**config.mk**
```make
export PLATFORM = sky130hd
export DESIGN_NAME = addr_window_xlate
export DESIGN_NICKNAME = d
export VERILOG_FILES = /design/src/rtl/addr_window_xlate.sv
export SDC_FILE = /design/constraint.sdc
export NUM_CORES = 1
export LEC_CHECK = 0
export BUFFER_PORTS_ARGS = -buffer_cell sky130_fd_sc_hd__buf_2
export CAP_MARGIN = 30
export CORE_MARGIN = 5
export CORE_UTILIZATION = 56
export CTS_CLUSTER_DIAMETER = 80
export DETAILED_ROUTE_END_ITERATION = 10
export GPL_ROUTABILITY_DRIVEN = 0
export MAX_ROUTING_LAYER = met4
export PLACE_DENSITY = 0.73
export SETUP_SLACK_MARGIN = 0.5
export SLEW_MARGIN = 0
export SYNTH_ARGS = -nofsm -noshare
export SYNTH_HDL_FRONTEND = slang
export SYNTH_SLANG_ARGS = --single-unit
```
**constraint.sdc**
```tcl
create_clock -name clk -period 14.85 [get_ports clk]
set_clock_uncertainty 0.1 [all_clocks]
set_input_delay 0.7425 -clock clk [delete_from_list [all_inputs] [get_ports clk]]
set_output_delay 0.7425 -clock clk [all_outputs]
set_load 0.1 [all_outputs]
```
**src/rtl/addr_window_xlate.sv**
```systemverilog
module addr_window_xlate #(
  parameter int AW      = 32,
  parameter int W3_SIZE = 4096
) (
  input  logic          clk,
  input  logic          rst_n,
  input  logic          cfg_we,
  input  logic [2:0]    cfg_idx,
  input  logic [AW-1:0] cfg_data,
  input  logic          req_valid,
  input  logic [AW-1:0] req_addr,
  output logic          rsp_valid,
  output logic          rsp_hit,
  output logic [AW-1:0] rsp_addr
);
  localparam int NWIN = 4;

  logic [AW-1:0] start_q [NWIN];
  logic [AW-1:0] size_q  [NWIN-1];
  logic          w3_armed;

  logic [AW-1:0] size [NWIN];
  logic [AW-1:0] base [NWIN];
  logic [AW-1:0] off  [NWIN];
  logic [NWIN-1:0] hit;

  always_ff @(posedge clk or negedge rst_n) begin
    if (!rst_n) begin
      for (int i = 0; i < NWIN; i++) start_q[i] <= '0;
      for (int i = 0; i < NWIN-1; i++) size_q[i] <= '0;
      w3_armed <= 1'b0;
    end else if (cfg_we) begin
      case (cfg_idx)
        3'd0: start_q[0] <= cfg_data;
        3'd1: size_q[0]  <= cfg_data;
        3'd2: start_q[1] <= cfg_data;
        3'd3: size_q[1]  <= cfg_data;
        3'd4: start_q[2] <= cfg_data;
        3'd5: size_q[2]  <= cfg_data;
        3'd6: begin start_q[3] <= cfg_data; w3_armed <= 1'b1; end
        default: ;
      endcase
    end
  end

  assign size[3] = w3_armed ? AW'(W3_SIZE) : '0;
  assign base[0] = '0;

  for (genvar g = 0; g < NWIN; g++) begin : g_win
    if (g < NWIN-1) begin : g_sz
      assign size[g] = size_q[g];
    end
    if (g > 0) begin : g_base
      assign base[g] = base[g-1] + size[g-1];
    end
    assign off[g] = req_addr - start_q[g];
    assign hit[g] = (req_addr >= start_q[g]) && (off[g] < size[g]);
  end

  logic          nx_hit;
  logic [AW-1:0] nx_addr;
  always_comb begin
    nx_hit  = 1'b0;
    nx_addr = '0;
    for (int i = NWIN-1; i >= 0; i--) begin
      if (hit[i]) begin
        nx_hit  = 1'b1;
        nx_addr = base[i] + off[i];
      end
    end
  end

  always_ff @(posedge clk or negedge rst_n) begin
    if (!rst_n) begin
      rsp_valid <= 1'b0;
      rsp_hit   <= 1'b0;
      rsp_addr  <= '0;
    end else begin
      rsp_valid <= req_valid;
      rsp_hit   <= req_valid && nx_hit;
      rsp_addr  <= req_valid ? nx_addr : '0;
    end
  end

  assert_rsp_follows_req_R2: assert property (@(posedge clk) disable iff (!rst_n)
    req_valid |=> rsp_valid);
  assert_no_spurious_rsp_R2: assert property (@(posedge clk) disable iff (!rst_n)
    !req_valid |=> !rsp_valid);
  assert_miss_addr_zero_R9: assert property (@(posedge clk) disable iff (!rst_n)
    (rsp_valid && !rsp_hit) |-> (rsp_addr == '0));
  assert_idle_quiet_R12: assert property (@(posedge clk) disable iff (!rst_n)
    !rsp_valid |-> (!rsp_hit && rsp_addr == '0));
  assert_w3_dormant_R6: assert property (@(posedge clk) disable iff (!rst_n)
    (req_valid && !w3_armed && hit[2:0] == '0) |=> !rsp_hit);
  assert_win0_in_bounds_R3: assert property (@(posedge clk) disable iff (!rst_n)
    (req_valid && hit[0]) |=> (rsp_hit && rsp_addr < $past(size_q[0])));
endmodule

```
==> impl_metrics.ini, run 1 <==
[setup_path]
cp.required_ps = 15170
start_kind = input pin
cp_common_cell = a21o_1
crit_path_end = rsp_addr[21]
path_class = input pin to flip-flop
cp-startpoint = req_addr[0]
critPathArrivalTime_ps = 7750
r2r_slack_ps = 7450
path_max_fanout = 27
crit_path_max_incr_delay_ps = 790
r2r-end = rsp_addr[21]
rr_worst_depth = 24
crit_slowest_cell = o211a_1
end_kind = flip-flop
r2r-start = start_q[97]

[timing]
fin_crit_sh_pct = 50.0
slew_viol_final = 0
worst_slack_ps = 7420
slew-limit-headroom_pct = 16.1
rsz0062_at_grt = no
setup_tns_ps = 0
fmax_ghz = 0.135
holdWs_ps = 189
finalHoldViolCount = 0
tightest_slew_ps = 1240
setup_viol = 0
min_period_ps = 7430

[routing]
ant_nets = 0
avgViaCountPerCell = 6.52
drc = 0
first_iter_violations = 2949
routedWlPerCell_um = 24.2
dr.pass1.iters = 6
routed_wl_mm = 91.1
dr_total_vias = 24532

[run]
maxCapViolCount = 0

[global_routing]
grt_pass1_vias = 23755
grt_pass1_wl_mm = 138
grtUsageTotal_pct = 36.2
antenna_found_initial = 1
grt_max_degree = 118
grt_overflow = 0

[cts]
cts_buffer_depth = 3
cts_hold_buf = 0
clk_pin_slew_ps = 60
numCtsBuffers = 34
cts_root_buf = clkbuf_16
cts-resized-gates = 0
cts_tree = done
cts_max_level = 2
cts.sinks = 259
post_cts.repair.setup_buffers = 0
clkLatencyLatePin_ps = 570

[die]
initial_core_util_pct = 56.7
pin_count = 105
die-height_um = 224
core-area_mm2 = 0.0454
die_w_um = 224
die_area_mm2 = 0.0503
row_count = 78

[final_layout]
layout.nets = 3593
postLayoutCellArea_mm2 = 0.0281
area_delta_synth_final_pct = 9.19
drive_gt1_share_pct = 9.51
fillers = 3956

[synthesis]
synthesis.area_mm2 = 0.0257
synth_enable_flop_cells = 0
synth_flop_cell = dfrtp_1
synthMuxAreaShare_pct = 4.54
ys_warn_count = 0
synthXorXnorAreaFrac_pct = 7.53
synthSimpleGateAreaFrac_pct = 12.9
netlist_instances = 3050
synthAdderAreaFrac_pct = 19.8
synth_compound_area_share_pct = 23.9
netlist-cell-type-count = 74
syn_nets = 3504
synth.avg_cell_area_um2 = 8.43
synthArstFlopShare_pct = 100
synth_seq_cells = 259
ys_seq_area_share_pct = 25.2
synth_top_family_by_area = compound AO/OA/AOI/OAI gates

[placement]
dp_hpwl_mm = 72.4
io_buffers = 104
place_area_mm2 = 0.0269
place_ws_ps = 7120

[pwr]
p_per_area_mw_per_mm2 = 272
p_leak_nw = 13.9
ir_drop_uv = 161

[outcome]
status = complete, no violations

[worst_hold_path]
hold_path_class = input pin to asynchronous set/reset pin
registers in the layout (all words and copies together) (netlist names):
name	flops
size	96
start_q	128
rsp_valid	1
rsp_addr	32
w3_armed	1
rsp_hit	1
through the flow:
step	power [mW]	utilization, %	cells
floorplan	5.03	-	3050
global placement	6.41	59.2	3700
detailed placement	6.52	59.2	3701
CTS	7.44	61.8	3762
global route	8.13	61.9	3765
finish	7.65	61.9	3765
report_power, final:
group	total (mW)	internal (mW)	switching, mW
Combinational	5.80	2.20	3.60
Sequential	0.967	0.864	0.103
Clock	0.883	0.539	0.344
area by class of cell:
class | instances | area (um^2) | share of cell area (%)
antenna | 1 | 2.50 | 0.00891
clock buffer | 48 | 995 | 3.54
clock inverter | 13 | 184 | 0.655
inverter | 354 | 1330 | 4.73
multi-input combinational | 2368 | 17700 | 62.9
sequential | 259 | 6480 | 23.1
tap | 600 | 751 | 2.67
timing repair buffer | 122 | 683 | 2.43
cell usage after synthesis, types with 28 or more instances:
cell type,instances,area [um^2]
ha_1,344,4300
clkbuf_1,64,240
nor2_1,152,571
inv_1,354,1330
o21bai_1,28,210
xnor2_1,143,1250
a21oi_1,240,1200
nand2b_1,31,194
nand4_1,36,225
xor2_1,78,683
nor2b_1,31,194
nand2_1,244,916
and3_1,36,225
o21a_1,49,368
a211oi_1,42,315
nor3_1,46,230
a21o_1,168,1260
mux2_2,101,1140
fa_1,39,781
nand3_1,65,325
o21ai_0,257,1290
dfrtp_1,259,6480
logic make-up after synthesis:
logic type,Yosys count
buffers and inverters,423
AND/OR/NAND/NOR,702
multiplexers,104
flip-flops,259
XOR/XNOR,221
AO/OA/AOI/OAI,958
adder cells (fa/ha/maj),383
placed cells by master (no fill, tap or decap), types with 8 or more instances in the layout:
cell	count
nand4_1	36
o21a_1	49
a31oi_1	22
and2_1	8
xnor2_1	143
inv_1	354
o31ai_1	8
a211o_1	14
nor2_1	152
nor3_1	44
ha_1	344
a2111oi_0	8
a211oi_1	42
and3_1	36
mux2_2	101
nor2b_1	31
o2111a_1	8
o21bai_1	28
a221oi_1	20
nand3_1	65
nor4_1	16
nand2b_1	31
buf_4	15
o211ai_1	14
dfrtp_1	259
clkbuf_16	35
fa_1	39
nand2_1	244
a21o_1	168
o21ai_0	257
or3_1	8
a21boi_0	11
a21oi_1	240
buf_2	104
xor2_1	78
metal layers:
layer / up-vias / share of wire [%] / global-route usage, %
met1: 11711 / 40 / 47.7
met2: 1472 / 41 / 51.7
met3: 332 / 13 / 10.0
li1: 11017 / - / -
met5: - / 0 / -
met4: 0 / 6.1 / 17.4
critical path, delay by kind of cell:
| family | cells | cell delay, ps |
|---|---|---|
| buffers and inverters | 3 | 280 |
| AOI/OAI and AO/OA | 15 | 4680 |
| xor gates and xnor gates | 1 | 250 |
| and+or+nand+nor | 4 | 900 |
| adders and majority gates | 3 | 880 |
how the worst min path moves through the flow:
stage	start	to	slack, ps	depth (start not counted)
4_1_cts	rst_n	start_q[97]	220	1
3_5_place_dp	w3_armed	w3_armed	360	1
2_1_floorplan	w3_armed	w3_armed	330	1
6_report	rst_n	start_q[66]	190	1
5_1_grt	rst_n	start_q[64]	290	1
3_3_place_gp	w3_armed	w3_armed	350	1
No activity file was read; power rests on OpenSTA's default activity.
==> run 2, diff against run 1 <==
==> constraint.sdc (replaced) <==
create_clock -name clk -period 7.7 [get_ports clk]
set_clock_uncertainty 0.1 [all_clocks]
set_input_delay 0.385 -clock clk [delete_from_list [all_inputs] [get_ports clk]]
set_output_delay 0.385 -clock clk [all_outputs]
set_load 0.1 [all_outputs]
==> run 2 against run 1 <==
  * Hold slack worse by 170 ps
  * Highest routed layer unchanged
  * Critical path type is now flip-flop to flip-flop
  * Via count is 0.75% lower
  * Largest cell class unchanged
  * Sequential cell count stayed put
==> impl_metrics.ini, run 2 (same netlist as run 1, synthesis figures left out) <==
[die]
die_w_um = 224
die-height_um = 224
die_area_mm2 = 0.0503
initial_core_util_pct = 56.7
row_count = 78
core-area_mm2 = 0.0454
pin_count = 105

[routing]
dr.pass1.iters = 8
top_layer = met4
ant_nets = 0
routedWlPerCell_um = 24.0
routed-wl-met2_mm = 37.0
drc = 0
avgViaCountPerCell = 6.44
drt-met1-wl_mm = 36.9
dr_wl_met3_mm = 11.1
routed_wl_mm = 90.6
first_iter_violations = 2801
dr_total_vias = 24347

[timing]
slew-limit-headroom_pct = 22.3
worst_slack_ps = 810
finalHoldViolCount = 0
rsz0062_at_grt = no
min_period_ps = 6890
setup_viol = 0
fin_crit_sh_pct = 89.5
fmax_ghz = 0.145
tightest_slew_ps = 1150
setup_tns_ps = 0
slew_viol_final = 0

[placement]
place_ws_ps = 570
dp_hpwl_mm = 72.7
io_buffers = 104

[final_layout]
multi_input_area_mm2 = 0.0177
layout.nets = 3608
regArea_mm2 = 0.00648
largest_reg_flops = 128
area_delta_synth_final_pct = 9.54
fillers = 3940
final_common_cell = inv_1
top_register = start_q
final_core_util_pct = 62.1
final_cell_mix = inv_1 (354), ha_1 (344), dfrtp_1 (259)
drive_gt1_share_pct = 9.82

[setup_path]
r2r-start = start_q[65]
end_kind = flip-flop
critPathBufInv = 3
crit_path_max_incr_delay_ps = 540
crit_slowest_cell = a211oi_1
cp_top_family = compound AO/OA/AOI/OAI gates
path_class = flip-flop to flip-flop
cp_common_cell = a21o_1
critPathArrivalTime_ps = 7220
start_kind = flip-flop
path_max_fanout = 14
cp-startpoint = start_q[65]
cp.required_ps = 8030

[pwr]
p_switching_mw = 7.73
ir_drop_uv = 303
p_int_mw = 6.87
swShare_pct = 52.9
seqPwrFrac_pct = 12.8
p_leak_nw = 13.9
power_frac_comb_pct = 76.3
p_clk_share_pct = 10.9
p_per_area_mw_per_mm2 = 518

[cts]
cts_root_buf = clkbuf_16
cts_tree = done
numCtsBuffers = 31
clkLatencyLatePin_ps = 600
cts.sinks = 259
post_cts.repair.setup_buffers = 0
cts_buffer_depth = 3
cts_max_level = 1
clk_pin_slew_ps = 60

[global_routing]
grt_max_degree = 74
grt_pass1_wl_mm = 137
grt_overflow = 0
antenna_found_initial = 1
grtUsageTotal_pct = 36.0
grt_pass1_vias = 23438

[worst_hold_path]
hold_start = cfg_data[8]
hold_path_class = input pin to flip-flop

[outcome]
status = complete, no violations

[run]
maxCapViolCount = 0
-- run 2: cell count changes in the layout (fill, tap and decap cells not counted), sizes merged --
| cell | delta |
|---|---|
| clkinvlp | -2 |
| buf | +9 |
| dlygate4sd3 | +9 |
| bufinv | +2 |
| clkbuf | -13 |
| clkinv | +8 |
| dlymetal6s2s | +1 |
| diode | +1 |
| inv | -1 |
-- run 2: worst paths after layout --
path | end | slack (ps) | depth (start not counted)
worst max-delay path | rsp_addr[27] | 810 | 27
worst min-delay path | start_q[72] | 20 | 3
worst max register to register | rsp_addr[27] | 810 | 27
worst min register to register | w3_armed | 380 | 1
max in group asynchronous | start_q[119] | 5480 | 5
min in group asynchronous | start_q[34] | 270 | 2
-- run 2: cell type report --
class                   count  share of cell area [%]
clock inverters            20                   0.964
well taps                 600                    2.66
clock buffers              36                    2.89
diodes                      2                  0.0178
multi-input cells        2368                    62.7
flip-flops and latches    259                    23.0
inverters                 354                    4.72
repair buffers            140                    3.01
-- run 2: per-layer routing --
metal | track usage, % | vias to the layer above
met5 | - | -
met4 | 16.8 | 0
li1 | - | 11044
met1 | 48.5 | 11601
met2 | 51.2 | 1421
met3 | 8.59 | 281
-- run 2: timing repair --
item,4_1_cts,5_1_grt
hold endpoints to repair,80,0
hold buffers,9,0
setup endpoints to repair,0,30
gates resized for setup,0,5
-- run 2: tightest hold or removal path: cells and delay by family --
kind	cells	cell delay, ps
compound gates	1	60
buf+inv	1	160
simple gates	1	60
-- run 2: metrics by stage --
| step | total power [mW] | hold WS [ps] | cells | cell area [um^2] |
|---|---|---|---|---|
| finish | 14.6 | 17.8 | 3779 | 28200 |
| global route | 15.5 | 18.0 | 3778 | 28200 |
| CTS | 14.2 | 2.40 | 3775 | 28100 |
| detailed placement | 12.5 | 300 | 3710 | 26900 |
| global placement | 12.3 | 289 | 3710 | 26900 |
| floorplan | 9.70 | -10.6 | 3050 | 25700 |
-- run 2: power by group through the flow --
stage	logic (mW)	registers (mW)	clock network (mW)
after floorplan	7.55	2.15	0
after global placement	10.4	1.87	0
after detailed placement	10.6	1.88	0
after CTS	10.7	1.86	1.61
after global routing	11.9	1.89	1.67
final	11.1	1.87	1.60
